## config.mk

```make
export PLATFORM = sky130hd
export DESIGN_NAME = hsh_ctrl
export DESIGN_NICKNAME = d
export VERILOG_FILES = /design/src/rtl/hsh_pkg.sv /design/src/rtl/hsh_req_sync.sv /design/src/rtl/hsh_sck_gen.sv /design/src/rtl/hsh_shifter.sv /design/src/rtl/hsh_arbiter.sv /design/src/rtl/hsh_ctrl.sv
export SDC_FILE = /design/constraint.sdc
export NUM_CORES = 1
export LEC_CHECK = 0
export ABC_AREA = 1
export BUFFER_PORTS_ARGS = -buffer_cell sky130_fd_sc_hd__buf_2
export CAP_MARGIN = 20
export CORE_MARGIN = 3
export CORE_UTILIZATION = 40
export DETAILED_ROUTE_END_ITERATION = 10
export SETUP_SLACK_MARGIN = 0.05
export SYNTH_ARGS = -nofsm -noshare
export SYNTH_HDL_FRONTEND = slang
export SYNTH_SLANG_ARGS = --single-unit
```

## constraint.sdc

```tcl
create_clock -name clk -period 3.35 [get_ports clk]
set_input_delay 0.1675 -clock clk [delete_from_list [all_inputs] [get_ports clk]]
set_output_delay 0.1675 -clock clk [all_outputs]
set_load 0.05 [all_outputs]
```

## src/rtl/hsh_pkg.sv

```systemverilog
package hsh_pkg;

  typedef enum logic {
    ST_IDLE  = 1'b0,
    ST_SHIFT = 1'b1
  } hsh_state_e;

  typedef enum logic {
    XK_DATA = 1'b0,
    XK_CTRL = 1'b1
  } hsh_kind_e;

  // Grant vector {ctrl, data}: a pending swap always wins; data needs permission.
  function automatic logic [1:0] hsh_grant(input logic pend_data,
                                           input logic pend_ctrl,
                                           input logic allow_data);
    logic [1:0] g;
    g[1] = pend_ctrl;
    g[0] = pend_data & allow_data & ~pend_ctrl;
    return g;
  endfunction

endpackage

```

## src/rtl/hsh_req_sync.sv

```systemverilog
module hsh_req_sync #(
  parameter int STAGES = 2
) (
  input  logic clk,
  input  logic rst_n,
  input  logic req_i,
  output logic rise_o
);
  // chain[STAGES-1] is the synchronised level, chain[STAGES] its previous value
  logic [STAGES:0] chain;

  always_ff @(posedge clk or negedge rst_n) begin
    if (!rst_n) chain <= '0;
    else        chain <= {chain[STAGES-1:0], req_i};
  end

  assign rise_o = chain[STAGES-1] & ~chain[STAGES];
endmodule

```

## src/rtl/hsh_sck_gen.sv

```systemverilog
module hsh_sck_gen #(
  parameter int HALF_DIV = 2
) (
  input  logic clk,
  input  logic rst_n,
  input  logic run_i,
  output logic tick_o
);
  localparam int CW = (HALF_DIV > 1) ? $clog2(HALF_DIV) : 1;
  localparam logic [CW-1:0] LAST = CW'(HALF_DIV - 1);

  logic [CW-1:0] cnt;

  assign tick_o = run_i && (cnt == LAST);

  always_ff @(posedge clk or negedge rst_n) begin
    if (!rst_n)                cnt <= '0;
    else if (!run_i || tick_o) cnt <= '0;
    else                       cnt <= cnt + 1'b1;
  end
endmodule

```

## src/rtl/hsh_shifter.sv

```systemverilog
module hsh_shifter #(
  parameter int W = 8
) (
  input  logic         clk,
  input  logic         rst_n,
  input  logic         load_i,
  input  logic [W-1:0] load_val_i,
  input  logic         rise_i,
  input  logic         fall_i,
  input  logic         sin_i,
  output logic         sout_bit_o,
  output logic [W-1:0] rx_o,
  output logic         last_o
);
  localparam int BCW = (W > 1) ? $clog2(W) : 1;
  localparam logic [BCW-1:0] LAST_BIT = BCW'(W - 1);

  logic [W-1:0]   tx_q;
  logic [W-1:0]   rx_q;
  logic [BCW-1:0] bcnt_q;

  function automatic logic [W-1:0] take_bit(input logic [W-1:0] r, input logic b);
    return {r[W-2:0], b};
  endfunction

  always_ff @(posedge clk or negedge rst_n) begin
    if (!rst_n) begin
      tx_q   <= '0;
      rx_q   <= '0;
      bcnt_q <= '0;
    end else if (load_i) begin
      tx_q   <= load_val_i;
      rx_q   <= '0;
      bcnt_q <= '0;
    end else begin
      if (rise_i) rx_q <= take_bit(rx_q, sin_i);
      if (fall_i) begin
        tx_q   <= take_bit(tx_q, 1'b0);
        bcnt_q <= bcnt_q + 1'b1;
      end
    end
  end

  assign sout_bit_o = tx_q[W-1];
  assign rx_o       = rx_q;
  assign last_o     = (bcnt_q == LAST_BIT);
endmodule

```

## src/rtl/hsh_arbiter.sv

```systemverilog
module hsh_arbiter
  import hsh_pkg::*;
(
  input  logic      clk,
  input  logic      rst_n,
  input  logic      data_rise_i,
  input  logic      ctrl_rise_i,
  input  logic      allow_data_i,
  input  logic      take_i,
  output logic      req_o,
  output hsh_kind_e kind_o
);
  logic       pend_d_q, pend_c_q;
  logic [1:0] grant;

  assign grant  = hsh_grant(pend_d_q, pend_c_q, allow_data_i);
  assign req_o  = |grant;
  assign kind_o = grant[1] ? XK_CTRL : XK_DATA;

  always_ff @(posedge clk or negedge rst_n) begin
    if (!rst_n) begin
      pend_d_q <= 1'b0;
      pend_c_q <= 1'b0;
    end else begin
      pend_c_q <= ctrl_rise_i | (pend_c_q & ~(take_i & grant[1]));
      pend_d_q <= data_rise_i | (pend_d_q & ~(take_i & grant[0]));
    end
  end
endmodule

```

## src/rtl/hsh_ctrl.sv

```systemverilog
module hsh_ctrl
  import hsh_pkg::*;
#(
  parameter int BYTE_W      = 8,
  parameter int HALF_DIV    = 2,
  parameter int SYNC_STAGES = 2
) (
  input  logic              clk,
  input  logic              rst_n,
  input  logic              byte_rdy_i,
  input  logic              stat_req_i,
  input  logic              sin_i,
  input  logic [BYTE_W-1:0] status_i,
  output logic              sout_o,
  output logic              sout_oe_o,
  output logic              sck_o,
  output logic              sck_oe_o,
  output logic              bus_act_n_o,
  output logic [BYTE_W-1:0] rx_data_o,
  output logic              rx_valid_o,
  output logic              rx_is_ctrl_o,
  output logic              init_done_o
);
  localparam int NREQ = 2;  // index 0: data byte, index 1: status/control swap

  logic [NREQ-1:0] req_lvl, req_rise;
  assign req_lvl = {stat_req_i, byte_rdy_i};

  for (genvar g = 0; g < NREQ; g++) begin : g_sync
    hsh_req_sync #(.STAGES(SYNC_STAGES)) u_sync (
      .clk    (clk),
      .rst_n  (rst_n),
      .req_i  (req_lvl[g]),
      .rise_o (req_rise[g])
    );
  end

  hsh_state_e        state_q;
  hsh_kind_e         kind_q, arb_kind;
  logic              sck_q, init_done_q;
  logic              arb_req, tick, shifting, last_bit, tx_bit;
  logic [BYTE_W-1:0] rx_shift, load_val;

  // Named internal events, also observed by the bound checker
  logic start_evt, sck_rise_evt, sck_fall_evt, done_evt;

  assign shifting     = (state_q == ST_SHIFT);
  assign start_evt    = (state_q == ST_IDLE) && arb_req;
  assign sck_rise_evt = tick && !sck_q;
  assign sck_fall_evt = tick && sck_q;
  assign done_evt     = sck_fall_evt && last_bit;
  assign load_val     = (arb_kind == XK_CTRL) ? status_i : '0;

  hsh_arbiter u_arb (
    .clk          (clk),
    .rst_n        (rst_n),
    .data_rise_i  (req_rise[0]),
    .ctrl_rise_i  (req_rise[1]),
    .allow_data_i (init_done_q),
    .take_i       (start_evt),
    .req_o        (arb_req),
    .kind_o       (arb_kind)
  );

  hsh_sck_gen #(.HALF_DIV(HALF_DIV)) u_sck (
    .clk    (clk),
    .rst_n  (rst_n),
    .run_i  (shifting),
    .tick_o (tick)
  );

  hsh_shifter #(.W(BYTE_W)) u_shift (
    .clk        (clk),
    .rst_n      (rst_n),
    .load_i     (start_evt),
    .load_val_i (load_val),
    .rise_i     (sck_rise_evt),
    .fall_i     (sck_fall_evt),
    .sin_i      (sin_i),
    .sout_bit_o (tx_bit),
    .rx_o       (rx_shift),
    .last_o     (last_bit)
  );

  always_ff @(posedge clk or negedge rst_n) begin
    if (!rst_n) begin
      state_q      <= ST_IDLE;
      kind_q       <= XK_DATA;
      sck_q        <= 1'b0;
      init_done_q  <= 1'b0;
      rx_valid_o   <= 1'b0;
      rx_is_ctrl_o <= 1'b0;
      rx_data_o    <= '0;
    end else begin
      rx_valid_o <= 1'b0;
      if (start_evt) begin
        state_q <= ST_SHIFT;
        kind_q  <= arb_kind;
        sck_q   <= 1'b0;
      end else if (shifting && tick) begin
        sck_q <= ~sck_q;
        if (done_evt) begin
          state_q      <= ST_IDLE;
          rx_valid_o   <= 1'b1;
          rx_is_ctrl_o <= (kind_q == XK_CTRL);
          rx_data_o    <= rx_shift;
          if (kind_q == XK_CTRL) init_done_q <= 1'b1;
        end
      end
    end
  end

  assign sck_o       = sck_q;
  assign sck_oe_o    = shifting;
  assign sout_oe_o   = shifting;
  assign sout_o      = shifting & tx_bit;
  assign bus_act_n_o = ~shifting;
  assign init_done_o = init_done_q;
endmodule

```

# Yosys cells after proc, flatten, opt, wreduce, memory -nomap -nowiden
# Index checks and enable logic that the tools add are counted.
op_classes:
  n_mul: 0
  shifts: 0
  eq_ne: 1
  reduce_logical: 17
  magnitude_cmp: 0
  div_mod_pow: 0
  n_mux: 17
  bitwise_logic: 19
  addsub: 2
op_table:
  columns: ["cell", "count"]
  rows:
  - ["two-way mux 8 bit", 5]
  - ["two-way mux 1 bit", 10]
  - ["AND 1 bit", 9]
  - ["inverter 1 bit", 8]
  - ["nonzero test 2 bit", 4]
  - ["logical AND 1 bit", 6]
  - ["two-way mux 3 bit", 2]
  - ["AND reduction 4 bit", 1]
  - ["adder 3 x 1 -> 3 bit (second input constant)", 1]
  - ["== test 3 bit (second input constant)", 1]
  - ["AND reduction 3 bit", 1]
  - ["zero test 1 bit", 2]
  - ["bitwise OR 1 bit", 2]
  - ["AND reduction 2 bit", 1]
  - ["OR reduction 2 bit", 1]
  - ["adder 1 bit (second input constant)", 1]
  - ["logical OR 1 bit", 1]
totals:
  n_memories: 0
  out_inout_bits: 16
  romBits: 0
  ram_bits: 0
  wordCells: 71
  reg_bits: 42
  inputBits: 13
  latch_bits: 0

# Depth between registers and ports, before layout
# Gate-level depths: netlist of run 1.
logic_depth:
  word_depth: 8
  depth_mapped: 8
  ltp_nobuf: 7

# Cells and area by module
# A second synthesis of run 1 with hierarchy kept.
unflattened:
  hier_cells: 201
  hier_area_um2: 1784.2
by_module_without_submodules:
  columns: ["mod", "cells_each", "area_each_um2", "seq_area_each_um2", "n_inst"]
  rows:
  - ["hsh_shifter", 93, 829.5, 475.5, 1]
  - ["hsh_ctrl", 83, 651.9, 350.3, 1]
  - ["hsh_req_sync", 5, 85.1, 75.1, 2]
  - ["hsh_arbiter", 10, 90.1, 50.0, 1]
  - ["hsh_sck_gen", 5, 42.5, 25.0, 1]

# Worst setup path after synthesis of run 1
# No wires, ideal clock.
synth_path:
  kind: "reg-to-reg"
  from: "reg state_q, in the netlist sck_oe_o"
  to: "reg u_shift.tx_q[2]"
  path_buffers: 1
  period_less_slack_ns: 1.616
  path_stages_with_launch: 7
  path_slack_ns: 1.734
  setup_time_ns: 0.113
  arrival_time_ns: 1.504
  path_cell_list: "dfrtp_1 -> inv_2 -> nand2_1 -> buf_2 -> nand3_1 -> nand2_1 -> inv_1"
synth_between:
  elab_chain_cells: 3
  elab_cells_between_ends: 6
synth_rtl:
  columns: ["item", "line_no", "text"]
  rows:
  - ["from (decl)", "hsh_ctrl.sv:38", "hsh_state_e state_q;"]
  - ["from (signal assigned)", "hsh_ctrl.sv:87", "state_q <= ST_IDLE;"]
  - ["from (signal assigned)", "hsh_ctrl.sv:97", "state_q <= ST_SHIFT;"]
  - ["from (signal assigned)", "hsh_ctrl.sv:103", "state_q <= ST_IDLE;"]
  - ["inverter 1 bit *", null, null]
  - ["net bus_act_n_o", "hsh_ctrl.sv:18", "output logic bus_act_n_o,"]
  - ["logical AND 1 bit *", "hsh_ctrl.sv:48", "assign start_evt = (state_q == ST_IDLE) && arb_req;"]
  - ["two-way mux 8 bit or nonzero test 2 bit (tied branches)", null, null]
  - ["to (signal assigned)", "hsh_shifter.sv:32", "tx_q <= load_val_i;"]
  - ["to (signal assigned)", "hsh_shifter.sv:38", "tx_q <= take_bit(tx_q, 1'b0);"]
  - ["to (decl)", "hsh_shifter.sv:18", "logic [W-1:0] tx_q;"]
# The timed path passes the listed nets; every way through them passes the cells marked *.
# A chain may end at the register's enable or synchronous reset.

# Worst setup path in the final report of run 1
layout_path:
  from: "reg state_q, in the netlist sck_oe_o"
  to: "reg u_shift.rx_q[4], in the netlist u_shift.rx_o[4]"
layout_between:
  elab_chain_cells: 3
  elab_cells_between_ends: 6
layout_rtl:
  columns: ["item", "line_no", "text"]
  rows:
  - ["logical AND 1 bit or inverter 1 bit (tied branches)", "hsh_sck_gen.sv:14, hsh_ctrl.sv:48", null]
  - ["logical AND 1 bit (on tied branches)", "hsh_ctrl.sv:49, hsh_ctrl.sv:48", null]
  - ["nonzero test 2 bit (no source line) or two-way mux 8 bit (tied branches)", null, null]
  - ["to (signal assigned)", "hsh_shifter.sv:36", "if (rise_i) rx_q <= take_bit(rx_q, sin_i);"]
  - ["to (decl)", "hsh_shifter.sv:19", "logic [W-1:0] rx_q;"]
# Parallel ways exist; a longest one is shown, timed or not.

==> results.cfg, run 1 <==
[sta]
worstMarginPinSlew_ps = 896
finClkSkew_ps = 8.60
finalHoldViolCount = 10
clock.fmax_mhz = 528
setup_viol = 0
rsz0062_at_grt = false
slew_headroom_pct = 40.3
setup_tns_ps = 0
report.final.slew_viol_count = 0
post-route-period-util_pct = 56.6
min_period_ps = 1900
holdWs_ps = -3.62

[placed_design]
hpwl_mm = 2.21
place_congestion = 0.795
numPortBuffers = 28

[finish]
final_layout_size_suffix_gt1_share_pct = 18.7
regArea_um2 = 1050
area_delta_synth_final_pct = 15.9
fill_cells = 408
diodes = 0
nets = 239
multi_input_area_um2 = 537
final_core_util_pct = 49.4

[critical_path]
cp-start-kind = flip-flop
path_cells = inv_2 -> nand2_1 -> nand2_1 -> o21ai_0
path_common_cell = nand2_1
crit_path_end_kind = flip-flop
cp_data_arrival_time_ps = 2110
crit_type = flip-flop to flip-flop
cp_max_fo = 21
critPathMaxStageDelay_ps = 650
required_ps = 3560
slowest_stage = dfrtp_1

[route]
drtPass1Iterations = 4
drt-vias-per-instance = 4.58
vias = 1260
routed_wl_mm = 3.25
drt_iter0_markers = 70
wire_per_inst_um = 11.8
drcViolationCount = 0
antenna_left = 0

[power]
p_per_area_nw_per_um2 = 875
p_leak_uw = 0.00113
ir_drop_mv = 0.426
power_uw = 1790

[logic_synthesis]
ys.flop_type = dfrtp_1
synth_area_per_cell_um2 = 9.11
yosys-top-cells-count = nand2_1 (62), dfrtp_1 (42), inv_1 (31)
async_flop_share_pct = 100
synth_edf_count = 0
syn_nets = 209
ys_warn_count = 0
post-synth-top-count-cell = nand2_1
synth_top_area_share_pct = 59.5
seq_area_frac_synth_pct = 59.5
synth_seq_cells = 42
yosys-top-cells-area = dfrtp_1 (59%), nand2_1 (13%), inv_1 (6.6%)
ys_types = 18
synth_area_leader_cell = dfrtp_1
synthCells = 194
synth_area_um2 = 1770

[clock_tree]
insertion_delay_ps = 290
htree_levels = 2
post-cts-setup-buffers = 0
cts_inserted_buffers = 5
clock_path_buffers = 2
clockRootBuffer = clkbuf_8
clk_pin_slew_worst_paths_ps = 80
cts.sinks = 42
cts_tree = done

[floorplanning]
std_cell_rows = 23
die_h_um = 72.5
ios = 29
core_um2 = 4140
start_util_pct = 42.6
dieArea_um2 = 5250
fp.dieW_um = 72.5

[status]
outcome = complete, but fails checks
failed_checks = negative hold slack

[job]
cap_violations = 0

[global_routing]
first_global_vias = 1259
grt_pass1_wl_mm = 5.66
grt_overflow = 0
grt_max_degree = 43
antenna_found_initial = 0
grt_usage_pct = 14.2

[min_path]
worstHoldPathType = input port to asynchronous set/reset pin
-- final cells by class --
type	instances	share of cell area [%]
sequential	42	51.3
inverter	34	6.23
tap	50	3.05
clock buffer	6	3.54
multi-input combinational	111	26.2
clock inverter	2	1.83
timing repair buffer	30	7.82
-- cells in the final DEF (no fill, tap or decap), drive strengths merged --
cell / synthesis / layout
dfrtp: 42 / 42
nor2: 4 / 4
dlygate4sd3: 0 / 2
clkbuf: 0 / 6
o21ai: 21 / 21
bufinv: 0 / 1
nand3: 11 / 11
ha: 2 / 2
nand3b: 1 / 1
clkinvlp: 0 / 1
o22ai: 1 / 1
buf: 7 / 28
nand4: 7 / 7
inv: 34 / 34
nand2: 64 / 64
-- repair_timing --
item                      4_1_cts  5_1_grt
hold endpoints to repair        2        0
resized for setup               0        0
hold buffers                    2        0
-- per-stage QoR --
step           instances  cell area [µm²]  hold WS [ps]  setup slack, ps
2_1_floorplan        194             1770          -128             1730
3_3_place_gp         265             1920           275             1530
3_5_place_dp         265             1920           277             1430
4_1_cts              275             2050          33.9             1410
5_1_grt              275             2050          60.7             1170
6_report             275             2050         -3.62             1450
-- kinds of logic after synthesis --
family / Yosys count / share of synthesized area [%]
flops: 42 / 59.5
simple gates: 87 / 22.7
fa+ha+maj: 2 / 1.42
buf+inv: 41 / 10.1
compound gates: 22 / 6.30
-- flip-flops by register name, indices dropped and copies added, names as in the netlist --
name                 flops
u_arb.pend_c_q           1
u_arb.pend_d_q           1
u_shift.bcnt_q           3
u_sck.cnt                1
rx_is_ctrl_o             1
rx_valid_o               1
init_done_o              1
u_shift.rx_o             8
g_sync.u_sync.chain      6
u_shift.tx_q             8
sck_o                    1
rx_data_o                8
sck_oe_o                 1
kind_q                   1
-- metal layers --
layer	GRT usage, %	wire length (µm)
met1	17.1	1530
met2	22.5	1520
met3	4.99	148
met4	7.17	51
met5	0	0
-- power breakdown --
part / total [µW] / switching (µW) / internal (µW)
clock network: 397 / 174 / 222
registers: 763 / 105 / 659
logic: 633 / 447 / 185
total: 1790 / 727 / 1070
-- worst max-delay path: cells and delay by family, from the launching register on --
| kind | cells | cell delay, ps |
|---|---|---|
| simple gates | 2 | 810 |
| flops | 1 | 650 |
| compound gates | 1 | 240 |
| buf+inv | 1 | 120 |
-- path summary, 6_finish.rpt --
| check | from | end | slack (ps) | cells past startpoint |
|---|---|---|---|---|
| setup / recovery | sck_oe_o$_DFFE_PN0P_ | u_shift.rx_o[4]$_DFFE_PN0P_ | 1450 | 4 |
| max in group asynchronous | rst_n | u_shift.tx_q[0]$_DFFE_PN0P_ | 2790 | 1 |
| hold reg to reg | g_sync[0].u_sync.chain[0]$_DFF_PN0_ | g_sync[0].u_sync.chain[1]$_DFF_PN0_ | 350 | 0 |
| hold / removal | rst_n | rx_valid_o$_DFF_PN0_ | -4 | 1 |
| setup reg to reg | sck_oe_o$_DFFE_PN0P_ | u_shift.rx_o[4]$_DFFE_PN0P_ | 1450 | 4 |
| min in group clk | sin_i | u_shift.rx_o[0]$_DFFE_PN0P_ | 80 | 3 |
(Power assumes the default switching activity.)
==> run 2, diff against run 1 <==
- clock period: 3.35 -> 1.93 ns (I/O delays scaled with it)
==> run 2 against run 1 <==
  * Fmax up 22%
  * Wire length decreased by 1.7%
  * First-iteration DRC count is 26% higher
  * Largest power group unchanged
  * The run now ends clean
  * Largest cell class unchanged
  * Total power increased by 66%
  * Highest routed layer unchanged
  * Clock-buffer cell count unchanged
==> results.cfg, run 2 (same netlist as run 1, synthesis figures left out) <==
[sta]
setup_tns_ps = 0
worstMarginPinSlew_ps = 523
setup_viol = 0
slew_headroom_pct = 65.1
rsz0062_at_grt = false
finalHoldViolCount = 0
report.final.slew_viol_count = 0
min_period_ps = 1550
finClkSkew_ps = 10.0
clock.fmax_mhz = 644
post-route-period-util_pct = 80.4

[global_routing]
first_global_vias = 1314
grt_use_met2_pct = 23.5
grt_overflow = 0
grt_busiest_layer = met2
grt_pass1_wl_mm = 5.76
grt_max_degree = 43
antenna_found_initial = 0
use_met3_pct = 4.57
grt_usage_pct = 14.3
grt_use_met1_pct = 17.4

[power]
clkPwrFrac_pct = 18.5
p_leak_uw = 0.00114
internal-power_uw = 1730
power_frac_seq_pct = 44.5
switching_share_pct = 42.0
comb_power_share_pct = 37.0
ir_drop_mv = 0.700
switchingPower_uw = 1250
p_per_area_nw_per_um2 = 1440

[floorplanning]
start_util_pct = 42.6
std_cell_rows = 23
core_um2 = 4140
fp.dieW_um = 72.5
ios = 29
die_h_um = 72.5
dieArea_um2 = 5250

[clock_tree]
insertion_delay_ps = 290
cts_resized = 0
htree_levels = 2
clock_path_buffers = 2
cts_tree = done
cts_inserted_buffers = 5
clk_pin_slew_worst_paths_ps = 80
clockRootBuffer = clkbuf_8
cts.sinks = 42

[route]
drcViolationCount = 0
drtPass1Iterations = 4
drt_iter0_markers = 88
vias = 1263
antenna_left = 0
drt-vias-per-instance = 4.51
wire_per_inst_um = 11.4
routed_wl_mm = 3.20

[critical_path]
crit_path_end_kind = flip-flop
cp-start-kind = flip-flop
required_ps = 2090
crit_type = flip-flop to flip-flop
cp_max_fo = 15
cp_data_arrival_time_ps = 1710

[finish]
final_layout_size_suffix_gt1_share_pct = 20.0
final_cell_mix = nand2_1 (62), dfrtp_1 (42), inv_1 (31), buf_2 (28), o21ai_0 (12)
final_core_util_pct = 49.8
final_common_cell = nand2_1
area_delta_synth_final_pct = 16.9
diodes = 0
nets = 244

[job]
cap_violations = 0

[placed_design]
place_congestion = 0.731
hpwl_mm = 2.23
numPortBuffers = 28

[status]
outcome = complete, no violations

[min_path]
worstHoldPathType = input port to flip-flop
==> run 2: cell count changes in the layout (fill, tap and decap cells not counted) <==
cell	before	now
clkinv_4	0	1
buf_4	0	4
clkinv_2	0	1
bufinv_16	1	0
clkinvlp_4	1	0
dlygate4sd3_1	2	3
==> run 2: final cells by class <==
class                      instances  area, µm²
fill                             443       2080
tap                               50       62.6
inverter                          34        128
multi-input combinational        111        537
sequential                        42       1050
clock buffer                       6       72.6
clock inverter                     2       13.8
timing repair buffer              35        200
==> run 2: repair_timing <==
item	in CTS	in global routing
hold endpoints to repair	44	0
hold buffers	3	0
buffers inserted	0	0
==> run 2: worst paths after layout <==
kind                                                     start                                   to  slack [ps]  cells past startpoint
setup reg to reg                          sck_oe_o$_DFFE_PN0P_          u_shift.rx_o[0]$_DFFE_PN0P_         380                      5
max in group asynchronous                                rst_n             u_arb.pend_d_q$_DFF_PN0_        1170                      3
hold / removal                                     status_i[0]          u_shift.tx_q[0]$_DFFE_PN0P_          20                      3
setup / recovery                          sck_oe_o$_DFFE_PN0P_          u_shift.rx_o[0]$_DFFE_PN0P_         380                      5
hold reg to reg            g_sync[0].u_sync.chain[0]$_DFF_PN0_  g_sync[0].u_sync.chain[1]$_DFF_PN0_         350                      0
min in group asynchronous                                rst_n                 rx_valid_o$_DFF_PN0_         390                      3
==> run 2: routing by layer <==
layer  part of all wire (%)  wire length (µm)
met1                     48              1530
met2                     45              1450
met4                    1.9                62
met3                    4.8               152
met5                      0                 0
==> run 2: power groups by stage <==
stage / combinational (µW) / sequential [µW] / clock [µW]
4_1_cts: 1120 / 1330 / 579
2_1_floorplan: 697 / 1520 / 0
3_3_place_gp: 1100 / 1340 / 0
6_report: 1100 / 1330 / 551
3_5_place_dp: 1120 / 1350 / 0
5_1_grt: 1270 / 1360 / 601
==> run 2: critical path, cell delays in order (launching register included) <==
cell     delay [ps]
dfrtp_1         660
nand2_4         150
nor2_4          210
inv_1            80
nand2_1         200
o21ai_0         120
==> run 2: per-stage QoR <==
stage	instances	power [µW]	hold slack [ps]	setup slack [ps]	area (µm²)
final	280	2980	15.2	377	2060
after global routing	280	3230	17.4	153	2060
after CTS	280	3030	6.28	363	2060
after detailed placement	269	2470	201	365	1950
after global placement	269	2430	199	459	1950
after floorplan	194	2210	-199	314	1770
==> run 3, diff against run 2 <==
- clock period: 1.93 -> 1.6 ns (I/O delays scaled with it)
==> run 3 against run 2 <==
  * Global-route usage down 0.35 points
  * Design area is 2.7% higher
  * Worst hold slack worse by 14 ps
  * First-iteration DRC count fell by 64%
  * Largest cell class unchanged
  * Via count is 0.87% higher
  * Setup slack worse by 160 ps
  * Critical path depth unchanged
  * Core utilization up 1.3 points
  * Wire length grew 1.1%
  * Clock-buffer cell count stayed put
  * Sequential power grew 18%
  * Sequential cell count unchanged
==> results.cfg, run 3 (same netlist as run 1, synthesis figures left out) <==
[critical_path]
critPathMaxStageDelay_ps = 540
crit_path_end_kind = flip-flop
cp_data_arrival_time_ps = 1550
r2r_end = u_shift.rx_o[0]$_DFFE_PN0P_
required_ps = 1770
cp_max_fo = 15
crit_end = u_shift.rx_o[0]$_DFFE_PN0P_
reg2reg_setup_slack_ps = 210
startpoint = sck_oe_o$_DFFE_PN0P_
slowest_stage = dfrtp_2
path_cells = nand2_4 -> nor2_4 -> inv_1 -> nand2_1 -> o21ai_0
rr_worst_depth = 5
crit_type = flip-flop to flip-flop
regToRegStartpoint = sck_oe_o$_DFFE_PN0P_
cp-start-kind = flip-flop

[sta]
final.setup.worst_slack_ps = 214
setup_viol = 0
finClkSkew_ps = 8.08
post-route-period-util_pct = 86.6
slew_headroom_pct = 73.3
rsz0062_at_grt = false
worstMarginPinSlew_ps = 400
report.final.slew_viol_count = 0
setup_tns_ps = 0
min_period_ps = 1390
finalHoldViolCount = 0
clock.fmax_mhz = 722

[floorplanning]
ios = 29
dieArea_um2 = 5250
std_cell_rows = 23
start_util_pct = 42.6
die_h_um = 72.5
core_um2 = 4140
fp.dieW_um = 72.5

[finish]
area_delta_synth_final_pct = 20.0
final_common_cell = nand2_1
final_layout_size_suffix_gt1_share_pct = 20.7
nets = 246
diodes = 0
fill_cells = 407
final_cell_mix = nand2_1 (62), dfrtp_1 (41), inv_1 (31), buf_2 (28), o21ai_0 (12)

[global_routing]
antenna_found_initial = 0
grt_max_degree = 22
grt_busiest_layer = met2
grt_use_met2_pct = 20.4
grt_overflow = 0
grt_usage_pct = 14.0
use_met3_pct = 3.88
first_global_vias = 1240
grt_use_met1_pct = 18.9
grt_pass1_wl_mm = 5.66

[route]
wire_per_inst_um = 11.5
antenna_left = 0
vias = 1274
drt_iter0_markers = 32
routed_wl_mm = 3.23
drcViolationCount = 0
drtPass1Iterations = 4
drt-vias-per-instance = 4.52

[power]
switchingPower_uw = 1520
internal-power_uw = 2270
comb_power_share_pct = 36.5
switching_share_pct = 40.1
ir_drop_mv = 0.749
power_frac_seq_pct = 41.6
p_per_area_nw_per_um2 = 1790
clkPwrFrac_pct = 21.9
p_leak_uw = 0.00117

[clock_tree]
insertion_delay_ps = 300
postCtsHoldBufs = 4
cts_inserted_buffers = 5
clk_pin_slew_worst_paths_ps = 80
htree_levels = 2
cts_tree = done
post-cts-setup-buffers = 0
cts_resized = 0
clockRootBuffer = clkbuf_8
cts.sinks = 42
clock_path_buffers = 2

[status]
outcome = complete, no violations

[placed_design]
pre_cts_ws_ps = 209
numPortBuffers = 28
hpwl_mm = 2.28
place_congestion = 0.726

[min_path]
worstHoldPathType = input port to flip-flop

[job]
cap_violations = 0
-- run 3: changes by cell type in the layout (fill, tap and decap cells not counted), sizes merged --
cell / change
clkinv: -2
bufinv: +1
dlygate4sd3: +1
buf: +1
clkinvlp: +1
-- run 3: how the worst min path moves through the flow --
stage                            from  slack [ps]                                  end  cells after the start
after global placement          rst_n          20             rx_data_o[4]$_DFFE_PN0P_                      1
after global routing      status_i[0]          40          u_shift.tx_q[0]$_DFFE_PN0P_                      3
after CTS                 status_i[0]         0.3          u_shift.tx_q[0]$_DFFE_PN0P_                      3
after detailed placement        rst_n          10             rx_data_o[4]$_DFFE_PN0P_                      1
after floorplan                 rst_n        -220  g_sync[0].u_sync.chain[0]$_DFF_PN0_                      0
final                     status_i[0]           1          u_shift.tx_q[0]$_DFFE_PN0P_                      3
-- run 3: metal layers --
layer / part of all wire [%] / routed length (µm)
met1: 50 / 1630
met2: 43 / 1380
met3: 5.3 / 171
met4: 1.5 / 47
met5: 0 / 0
-- run 3: power by group through the flow --
stage               Sequential (µW)  Combinational (µW)  Clock, µW
finish                         1570                1380        828
global route                   1620                1550        896
CTS                            1580                1400        855
detailed placement             1600                1390          0
global placement               1590                1380          0
floorplan                      1830                 841          0
-- run 3: cell type report --
class	count	area [µm²]	share of cell area (%)
Clock inverter	2	37.5	1.77
Timing Repair Buffer	37	230	10.9
Tap cell	50	62.6	2.95
Multi-Input combinational cell	111	537	25.3
Inverter	34	128	6.02
Sequential cell	42	1050	49.6
Clock buffer	6	72.6	3.42
-- run 3: worst max-delay path, delay by kind of cell, from the launching register on --
family | cells | cell delay [ps]
and+or+nand+nor | 3 | 530
AOI/OAI and AO/OA | 1 | 120
buffers and inverters | 1 | 80
DFF | 1 | 540
-- run 3: per-stage QoR --
step	hold WS (ps)	instance area, µm²	utilization, %	power (µW)	std cells
global placement	16.2	1970	47.5	2960	270
finish	1.09	2120	51.1	3780	282
global route	36.5	2120	51.1	4060	282
CTS	0.261	2120	51.1	3840	282
detailed placement	14.3	1970	47.5	2990	270
floorplan	-216	1770	-	2670	194
